**src/rtl/i2c_stat_pkg.sv**
```systemverilog
package i2c_stat_pkg;
    localparam int NFLAG    = 6;
    localparam int REG_W    = 8;
    localparam int FLAG_LSB = REG_W - NFLAG;

    // position of each flag inside the flag vector (register bit = index + FLAG_LSB)
    typedef enum int {
        F_ARB   = 0,
        F_STOP  = 1,
        F_NACK  = 2,
        F_RXF   = 3,
        F_TXEND = 4,
        F_TXE   = 5
    } flag_idx_e;

    typedef logic [NFLAG-1:0] flag_vec_t;

    typedef struct packed {
        logic txe;
        logic rxf;
        logic nack;
        logic stop;
        logic arb;
    } evt_t;

    function automatic logic [REG_W-1:0] place_flags(flag_vec_t f);
        return REG_W'(f) << FLAG_LSB;
    endfunction

    function automatic flag_vec_t pick_flags(logic [REG_W-1:0] r);
        return r[REG_W-1:FLAG_LSB];
    endfunction
endpackage

```
**src/rtl/stat_set_qual.sv**
```systemverilog
module stat_set_qual
    import i2c_stat_pkg::*;
(
    input  evt_t      evt,
    input  logic      scl_ninth_rise,
    input  logic      ack_chk_en,
    input  logic      txe_held,
    output flag_vec_t set_vec
);
    always_comb begin
        set_vec          = '0;
        set_vec[F_TXE]   = evt.txe;
        set_vec[F_TXEND] = scl_ninth_rise & txe_held;
        set_vec[F_RXF]   = evt.rxf;
        set_vec[F_NACK]  = evt.nack & ack_chk_en;
        set_vec[F_STOP]  = evt.stop;
        set_vec[F_ARB]   = evt.arb;
    end
endmodule

```
**src/rtl/stat_flag_cell.sv**
```systemverilog
module stat_flag_cell (
    input  logic clk,
    input  logic rst,
    input  logic set_ev,
    input  logic rd,
    input  logic wr,
    input  logic wr_bit,
    output logic flag
);
    logic armed;
    logic clr_ok;

    assign clr_ok = wr & ~wr_bit & armed;

    always_ff @(posedge clk) begin
        if (rst) begin
            flag  <= 1'b0;
            armed <= 1'b0;
        end else begin
            if (set_ev)
                flag <= 1'b1;
            else if (clr_ok)
                flag <= 1'b0;
            armed <= (wr ? 1'b0 : armed) | (rd & flag);
        end
    end
endmodule

```
**src/rtl/stat_irq_merge.sv**
```systemverilog
module stat_irq_merge
    import i2c_stat_pkg::*;
(
    input  flag_vec_t flags,
    input  flag_vec_t en,
    output logic      irq
);
    assign irq = |(flags & en);
endmodule

```
**src/rtl/i2c_status_flags.sv**
```systemverilog
module i2c_status_flags
    import i2c_stat_pkg::*;
(
    input  logic                 clk,
    input  logic                 rst,
    input  logic                 ev_tx_empty,
    input  logic                 ev_rx_full,
    input  logic                 ev_nack,
    input  logic                 ev_stop,
    input  logic                 ev_arb_lost,
    input  logic                 scl_ninth_rise,
    input  logic                 ack_chk_en,
    input  logic                 reg_rd,
    input  logic                 reg_wr,
    input  logic [REG_W-1:0]     reg_wdata,
    output logic [REG_W-1:0]     reg_rdata,
    input  logic [NFLAG-1:0]     irq_en,
    output logic                 irq
);
    evt_t      evt;
    flag_vec_t set_vec;
    flag_vec_t flags;
    flag_vec_t wbits;

    assign evt   = '{txe: ev_tx_empty, rxf: ev_rx_full, nack: ev_nack,
                     stop: ev_stop, arb: ev_arb_lost};
    assign wbits = pick_flags(reg_wdata);

    stat_set_qual u_qual (
        .evt            (evt),
        .scl_ninth_rise (scl_ninth_rise),
        .ack_chk_en     (ack_chk_en),
        .txe_held       (flags[F_TXE]),
        .set_vec        (set_vec)
    );

    for (genvar k = 0; k < NFLAG; k++) begin : g_cell
        stat_flag_cell u_cell (
            .clk    (clk),
            .rst    (rst),
            .set_ev (set_vec[k]),
            .rd     (reg_rd),
            .wr     (reg_wr),
            .wr_bit (wbits[k]),
            .flag   (flags[k])
        );
    end

    assign reg_rdata = place_flags(flags);

    stat_irq_merge u_irq (
        .flags (flags),
        .en    (irq_en),
        .irq   (irq)
    );
endmodule

```
**config.mk**
```make
export PLATFORM = sky130hd
export DESIGN_NAME = i2c_status_flags
export DESIGN_NICKNAME = d
export VERILOG_FILES = /design/src/rtl/i2c_stat_pkg.sv /design/src/rtl/stat_set_qual.sv /design/src/rtl/stat_flag_cell.sv /design/src/rtl/stat_irq_merge.sv /design/src/rtl/i2c_status_flags.sv
export SDC_FILE = /design/constraint.sdc
export NUM_CORES = 1
export LEC_CHECK = 0
export BUFFER_PORTS_ARGS = -buffer_cell sky130_fd_sc_hd__buf_2
export CORE_MARGIN = 3
export CORE_UTILIZATION = 35
export CTS_BUF_LIST = sky130_fd_sc_hd__clkbuf_8
export DETAILED_ROUTE_END_ITERATION = 6
export PLACE_DENSITY_LB_ADDON = 0.15
export SLEW_MARGIN = 20
export SYNTH_ARGS = -nofsm -noshare
export SYNTH_HDL_FRONTEND = slang
export SYNTH_SLANG_ARGS = --single-unit
```
**constraint.sdc**
```tcl
create_clock -name clk -period 0.94 [get_ports clk]
set_clock_uncertainty 0.2 [all_clocks]
set_input_delay 0.141 -clock clk [delete_from_list [all_inputs] [get_ports clk]]
set_output_delay 0.141 -clock clk [all_outputs]
set_load 0.02 [all_outputs]
```
==> results of run 1 <==
-- critical path, cell delays in order (launching register included) --
cell and delay [ns]:
dfxtp_2 0.33, a22oi_2 0.16, nand3_2 0.08, buf_6 0.14
-- cell families after synthesis --
| logic type | after synthesis |
|---|---|
| AO/OA/AOI/OAI | 12 |
| buffers and inverters | 10 |
| other | 1 |
| AND/OR/NAND/NOR | 30 |
| flip-flops | 12 |
-- sequential cells by signal, indices dropped and copies added, names as in the netlist --
name	count
g_cell.u_cell.flag	6
g_cell.u_cell.armed	6
-- how the worst max path moves through the flow --
stage	start	end	slack, ns
finish	g_cell[3].u_cell.flag	irq	-0.35
global route	g_cell[4].u_cell.flag	irq	-0.40
CTS	g_cell[3].u_cell.flag	irq	-0.36
detailed placement	g_cell[0].u_cell.flag	irq	-0.12
global placement	g_cell[0].u_cell.flag	irq	-0.12
floorplan	g_cell[0].u_cell.flag	irq	-0.05
-- what timing repair did --
action | 4_1_cts | 5_1_grt
setup endpoints to repair | 12 | 15
endpoints found under the hold margin | 6 | 4
pin swaps | 5 | 5
resized for setup | 24 | 24
setup buffers | 1 | 5
-- cell usage in the layout, fill, tap and decap left out --
master and count:
buf_2 22, buf_6 15, dfxtp_2 9, nand2b_1 6, buf_4 5, a21oi_2 4
a22oi_2 3, nor4bb_4 3, nor2_1 3, nand2_1 3, nand2_2 3, clkbuf_8 3
dfxtp_1 3, nor2_2 2, nor3_1 2, and3b_1 2, nand2b_4 2, a21oi_1 2
conb_1 2, nand3_2 1, nor3_2 1, a311oi_1 1, nand3b_1 1, o21ai_2 1
nand2_4 1, o22ai_2 1
-- power by group --
part / internal, µW / leakage (µW) / switching (µW)
Clock: 282 / 0.0000216 / 178
Combinational: 205 / 0.000340 / 164
Sequential: 547 / 0.000102 / 21.2
Total: 1030 / 0.000463 / 363
-- cell usage after synthesis --
cell type / n
a21oi_1: 6
buf_6: 1
nor3_1: 2
a311oi_1: 1
nand3_1: 1
a22oi_1: 3
dfxtp_1: 12
o22ai_2: 1
nand2b_1: 8
o21ai_2: 1
nand2_1: 7
buf_4: 8
nand3b_1: 1
nor4bb_1: 2
and3b_1: 2
nor2_1: 5
conb_1: 1
nor3_2: 1
buf_2: 1
nor4bb_4: 1
-- layer usage --
metal	vias to the layer above	GRT usage, %
li1	286	-
met1	259	16.4
met2	20	19.2
met3	2	3.45
met4	0	8.29
met5	-	0
-- cell type report --
cell class                 instances  area, µm²  area share (%)
tap                               16       20.0            1.98
multi-input combinational         44        380            37.7
clock buffer                       3       41.3            4.09
timing repair buffer              42        317            31.4
sequential                        12        251            24.9
-- per-stage QoR --
step	setup WS (ns)	total power, µW	setup TNS (ns)	cell area, µm²	hold WS (ns)
6_report	-0.346	1400	-2.18	1010	-0.0555
5_1_grt	-0.401	1460	-2.65	1010	-0.0517
4_1_cts	-0.356	1340	-1.85	900	-0.0579
3_5_place_dp	-0.121	826	-0.662	776	0.183
3_3_place_gp	-0.118	824	-0.596	776	0.180
2_1_floorplan	-0.0455	731	-0.0455	619	0.0131
==> impl_metrics.tcl, run 1 <==
set metrics [dict create \
    status "finished with violations" \
    violations "negative hold slack, negative setup slack" \
    synth_compound_area_share_pct 13.9 \
    synth-adder-area-share_pct 0 \
    muxShareOfSynthArea_pct 0 \
    start_kind "register" \
    ioPinCount 34 \
    ys_top_cells_by_area "dfxtp_1 (41%), buf_4 (10%), nand2b_1 (8.4%), a21oi_1 (5.1%), nand2_1 (4.4%)" \
    fp.dieH_um 47.2 \
    wl_per_cell_um 13.0 \
    clk_pin_slew_ns 0.05 \
    die_w_um 47.2 \
    portBuffers 29 \
    ys_seq_area_share_pct 40.5 \
    p_leak_uw 0.000463 \
    r2r_slack_ns -0.17 \
    nNetsFinal 128 \
    min_path_cells 3 \
    r2r-end "g_cell[4].u_cell.flag" \
    top_layer "met4" \
    ir_drop_mv 0.858 \
    postRouteAntennaNets 0 \
    via_count 567 \
    holdPathEnd "g_cell[2].u_cell.flag" \
    power_density_nw_per_um2 1380 \
    rows 14 \
    synth_top_family_by_area "simple AND/OR/NAND/NOR gates" \
    initial_utilization_pct 38.0 \
    worstPathRequired_ns 0.60 \
    grt_setup_unrepaired "true" \
    cts_root_buffer "clkbuf_8" \
    worstSetupPathType "register to output port" \
    drt_pass1_iterations 2 \
    syn_inst 65 \
    synth_xor_area_share_pct 0 \
    fmaxAchievable_ghz 0.778 \
    synth-simple-area-share_pct 32.1 \
    finalCritPeriodShare_pct 137 \
    slew_viol_final 0 \
    numCtsBuffers 3 \
    routed_via_density 4.85 \
    yosysTopAreaCell "dfxtp_1" \
    grt_pass1_vias 471 \
    gp_congestion 0.757 \
    drt-total-wl_mm 1.52 \
    min_period_ns 1.29 \
    finalSetupViolCount 14 \
    cts_tree "done" \
    clk_path_buf_depth 2 \
    synth_top_area_share_pct 40.5 \
    rr_startpoint "g_cell[4].u_cell.flag" \
    maxCapViolCount 0 \
    ff2ff_path_depth 5 \
    syn_to_final_growth_pct 70.3 \
    crit_arrival_ns 0.94 \
    antenna_found_initial 0 \
    grt_usage_pct 13.0 \
    fillers 131 \
    wl_met2_um 742 \
    cts.sinks 12 \
    holdWs_ns -0.0555 \
    synth_area_um2 593 \
    grt_max_degree 15 \
    final_core_util_pct 64.8 \
    drc 0 \
    drive_gt1_share_pct 75.2 \
    drt_iter0_drc 3 \
    wl_met1_um 677 \
    core_area_um2 1560 \
    yosysUniqueCellTypes 20 \
    end_kind "output port" \
    holdCritPathClass "primary input to register" \
    die_area_um2 2220 \
    grt_pass1_wl_mm 1.93 \
    layoutNonFillerInstCount 117 \
    grt-ovfl-total 0 \
    fin_ws_ns -0.346 \
    htree_levels 1 \
    yosys_warnings 0 \
    critPathMaxFanout 2 \
    avgSynthCellArea_um2 9.12 \
    antenna_cells 0 \
    clkLatencyLatePin_ns 0.24 \
    routed-wl-met3_um 84 \
    hold_viol_final 5 \
    ys_ff_latch 12 \
    dp_cells 110 \
    hpwl_um 978 \
    min_from "ack_chk_en" \
]
Power figures use the tool's default switching activity.
==> inputs of run 2 (changes only) <==
MAX_ROUTING_LAYER = met4   (was unset)
==> impl_metrics.tcl, run 2 (synthesized netlist as in run 1, its figures left out) <==
set metrics [dict create \
    drt_iter0_drc 3 \
    holdWs_ns -0.0555 \
    critical_path.cell_chain "a22oi_2 -> nand3_2 -> buf_6" \
    drt-total-wl_mm 1.52 \
    crit_buf_inv 1 \
    dpl-instance-area_um2 776 \
    setup-tns-final_ns -2.18 \
    min_period_ns 1.29 \
    p_leak_uw 0.000463 \
    syn_to_final_growth_pct 70.3 \
    dp_cells 110 \
    clkLatencyLatePin_ns 0.24 \
    total_power_uw 1400 \
    grt_setup_unrepaired "true" \
    drt_pass1_iterations 2 \
    htree_levels 1 \
    design_area_um2 1010 \
    drc 0 \
    grt_pass1_vias 471 \
    grt_pass1_wl_mm 1.94 \
    hold_viol_final 5 \
    grt_max_degree 15 \
    end_kind "output port" \
    clk_pin_slew_ns 0.05 \
    antenna_cells 0 \
    holdCritPathClass "primary input to register" \
    maxCapViolCount 0 \
    via_count 567 \
    r2r-end "g_cell[4].u_cell.flag" \
    reg_top3 "g_cell.u_cell.armed (6), g_cell.u_cell.flag (6)" \
    power_density_nw_per_um2 1380 \
    die_area_um2 2220 \
    fp.dieH_um 47.2 \
    cts.sinks 12 \
    worstSetupPathType "register to output port" \
    initial_utilization_pct 38.0 \
    path_depth 3 \
    fin_ws_ns -0.346 \
    rows 14 \
    grt_usage_pct 13.4 \
    multiInputGateArea_um2 380 \
    mostFrequentLayoutCells "buf_2 (22), buf_6 (15), dfxtp_2 (9), nand2b_1 (6), buf_4 (5)" \
    core_area_um2 1560 \
    ff_latch_area_um2 251 \
    layout_commonest_cell "buf_2" \
    ioPinCount 34 \
    slew_viol_final 0 \
    clk_path_buf_depth 2 \
    crit_arrival_ns 0.94 \
    wl_per_cell_um 13.0 \
    drive_gt1_share_pct 75.2 \
    cpPeakStageDelay_ns 0.33 \
    ff2ff_path_depth 5 \
    fillers 131 \
    antenna_found_initial 0 \
    critPathMaxFanout 2 \
    grt-ovfl-total 0 \
    fmaxAchievable_ghz 0.778 \
    hpwl_um 978 \
    cts_root_buffer "clkbuf_8" \
    violations "negative hold slack, negative setup slack" \
    routed_via_density 4.85 \
    layoutNonFillerInstCount 117 \
    start_kind "register" \
    rr_startpoint "g_cell[4].u_cell.flag" \
    worstPathRequired_ns 0.60 \
    crit_family "flip-flops" \
    slowest_stage "dfxtp_2" \
    ir_drop_mv 0.858 \
    status "finished with violations" \
    nNetsFinal 128 \
    finalSetupViolCount 14 \
    crit_path_end "irq" \
    numCtsBuffers 3 \
    die_w_um 47.2 \
    worstSetupStartpoint "g_cell[3].u_cell.flag" \
    finalCritPeriodShare_pct 137 \
    cts_tree "done" \
    postRouteAntennaNets 0 \
    r2r_slack_ns -0.17 \
    portBuffers 29 \
    gp_congestion 0.767 \
]
## run 2: cell counts in the layout (fill, tap and decap cells not counted)
Identical to the previous run, type by type.
## run 2: power breakdown
part / switching [µW] / internal [µW] / total [µW] / leakage (µW)
Clock: 178 / 282 / 459 / 0.0000216
Combinational: 164 / 205 / 369 / 0.000340
Sequential: 21.2 / 547 / 568 / 0.000102
## run 2: per-stage QoR
stage	util, %	setup WS (ns)
after floorplan	-	-0.0455
after global placement	49.8	-0.118
after detailed placement	49.8	-0.121
after CTS	57.7	-0.356
after global routing	64.8	-0.401
final	64.8	-0.346
## run 2: how the worst min path moves through the flow
stage / slack [ns] / endpoint / from / cells after the start
6_report: -0.06 / g_cell[2].u_cell.flag / ack_chk_en / 3
5_1_grt: -0.05 / g_cell[2].u_cell.flag / ack_chk_en / 3
4_1_cts: -0.06 / g_cell[2].u_cell.flag / ack_chk_en / 3
3_5_place_dp: 0.18 / g_cell[2].u_cell.flag / ack_chk_en / 3
3_3_place_gp: 0.18 / g_cell[2].u_cell.flag / ack_chk_en / 3
2_1_floorplan: 0.01 / g_cell[5].u_cell.flag / rst / 1
## run 2: final cells by class
type / instances / share of cell area (%)
clock buffers: 3 / 4.09
repair buffers: 42 / 31.4
flip-flops and latches: 12 / 24.9
well taps: 16 / 1.98
multi-input cells: 44 / 37.7
## run 2: routing by layer
layer	track usage [%]	part of all wire, %	vias to the layer above
met2	19.2	49	20
li1	-	-	286
met1	16.4	45	259
met3	3.45	5.5	2
met5	-	0	-
met4	8.29	0.79	0
## run 2: timing repair
action / CTS / global route
setup endpoints to repair: 12 / 15
resized for setup: 24 / 24
gates cloned: 0 / 0
pin swaps: 5 / 5
buffers inserted: 1 / 5
endpoints found under the hold margin: 6 / 4
## run 2: worst reg2reg max path: cells and delay by family (launching register included)
family	cells	cell delay [ns]
buffers and inverters	3	0.36
DFF	1	0.32
and+or+nand+nor	1	0.06
AOI/OAI and AO/OA	1	0.05
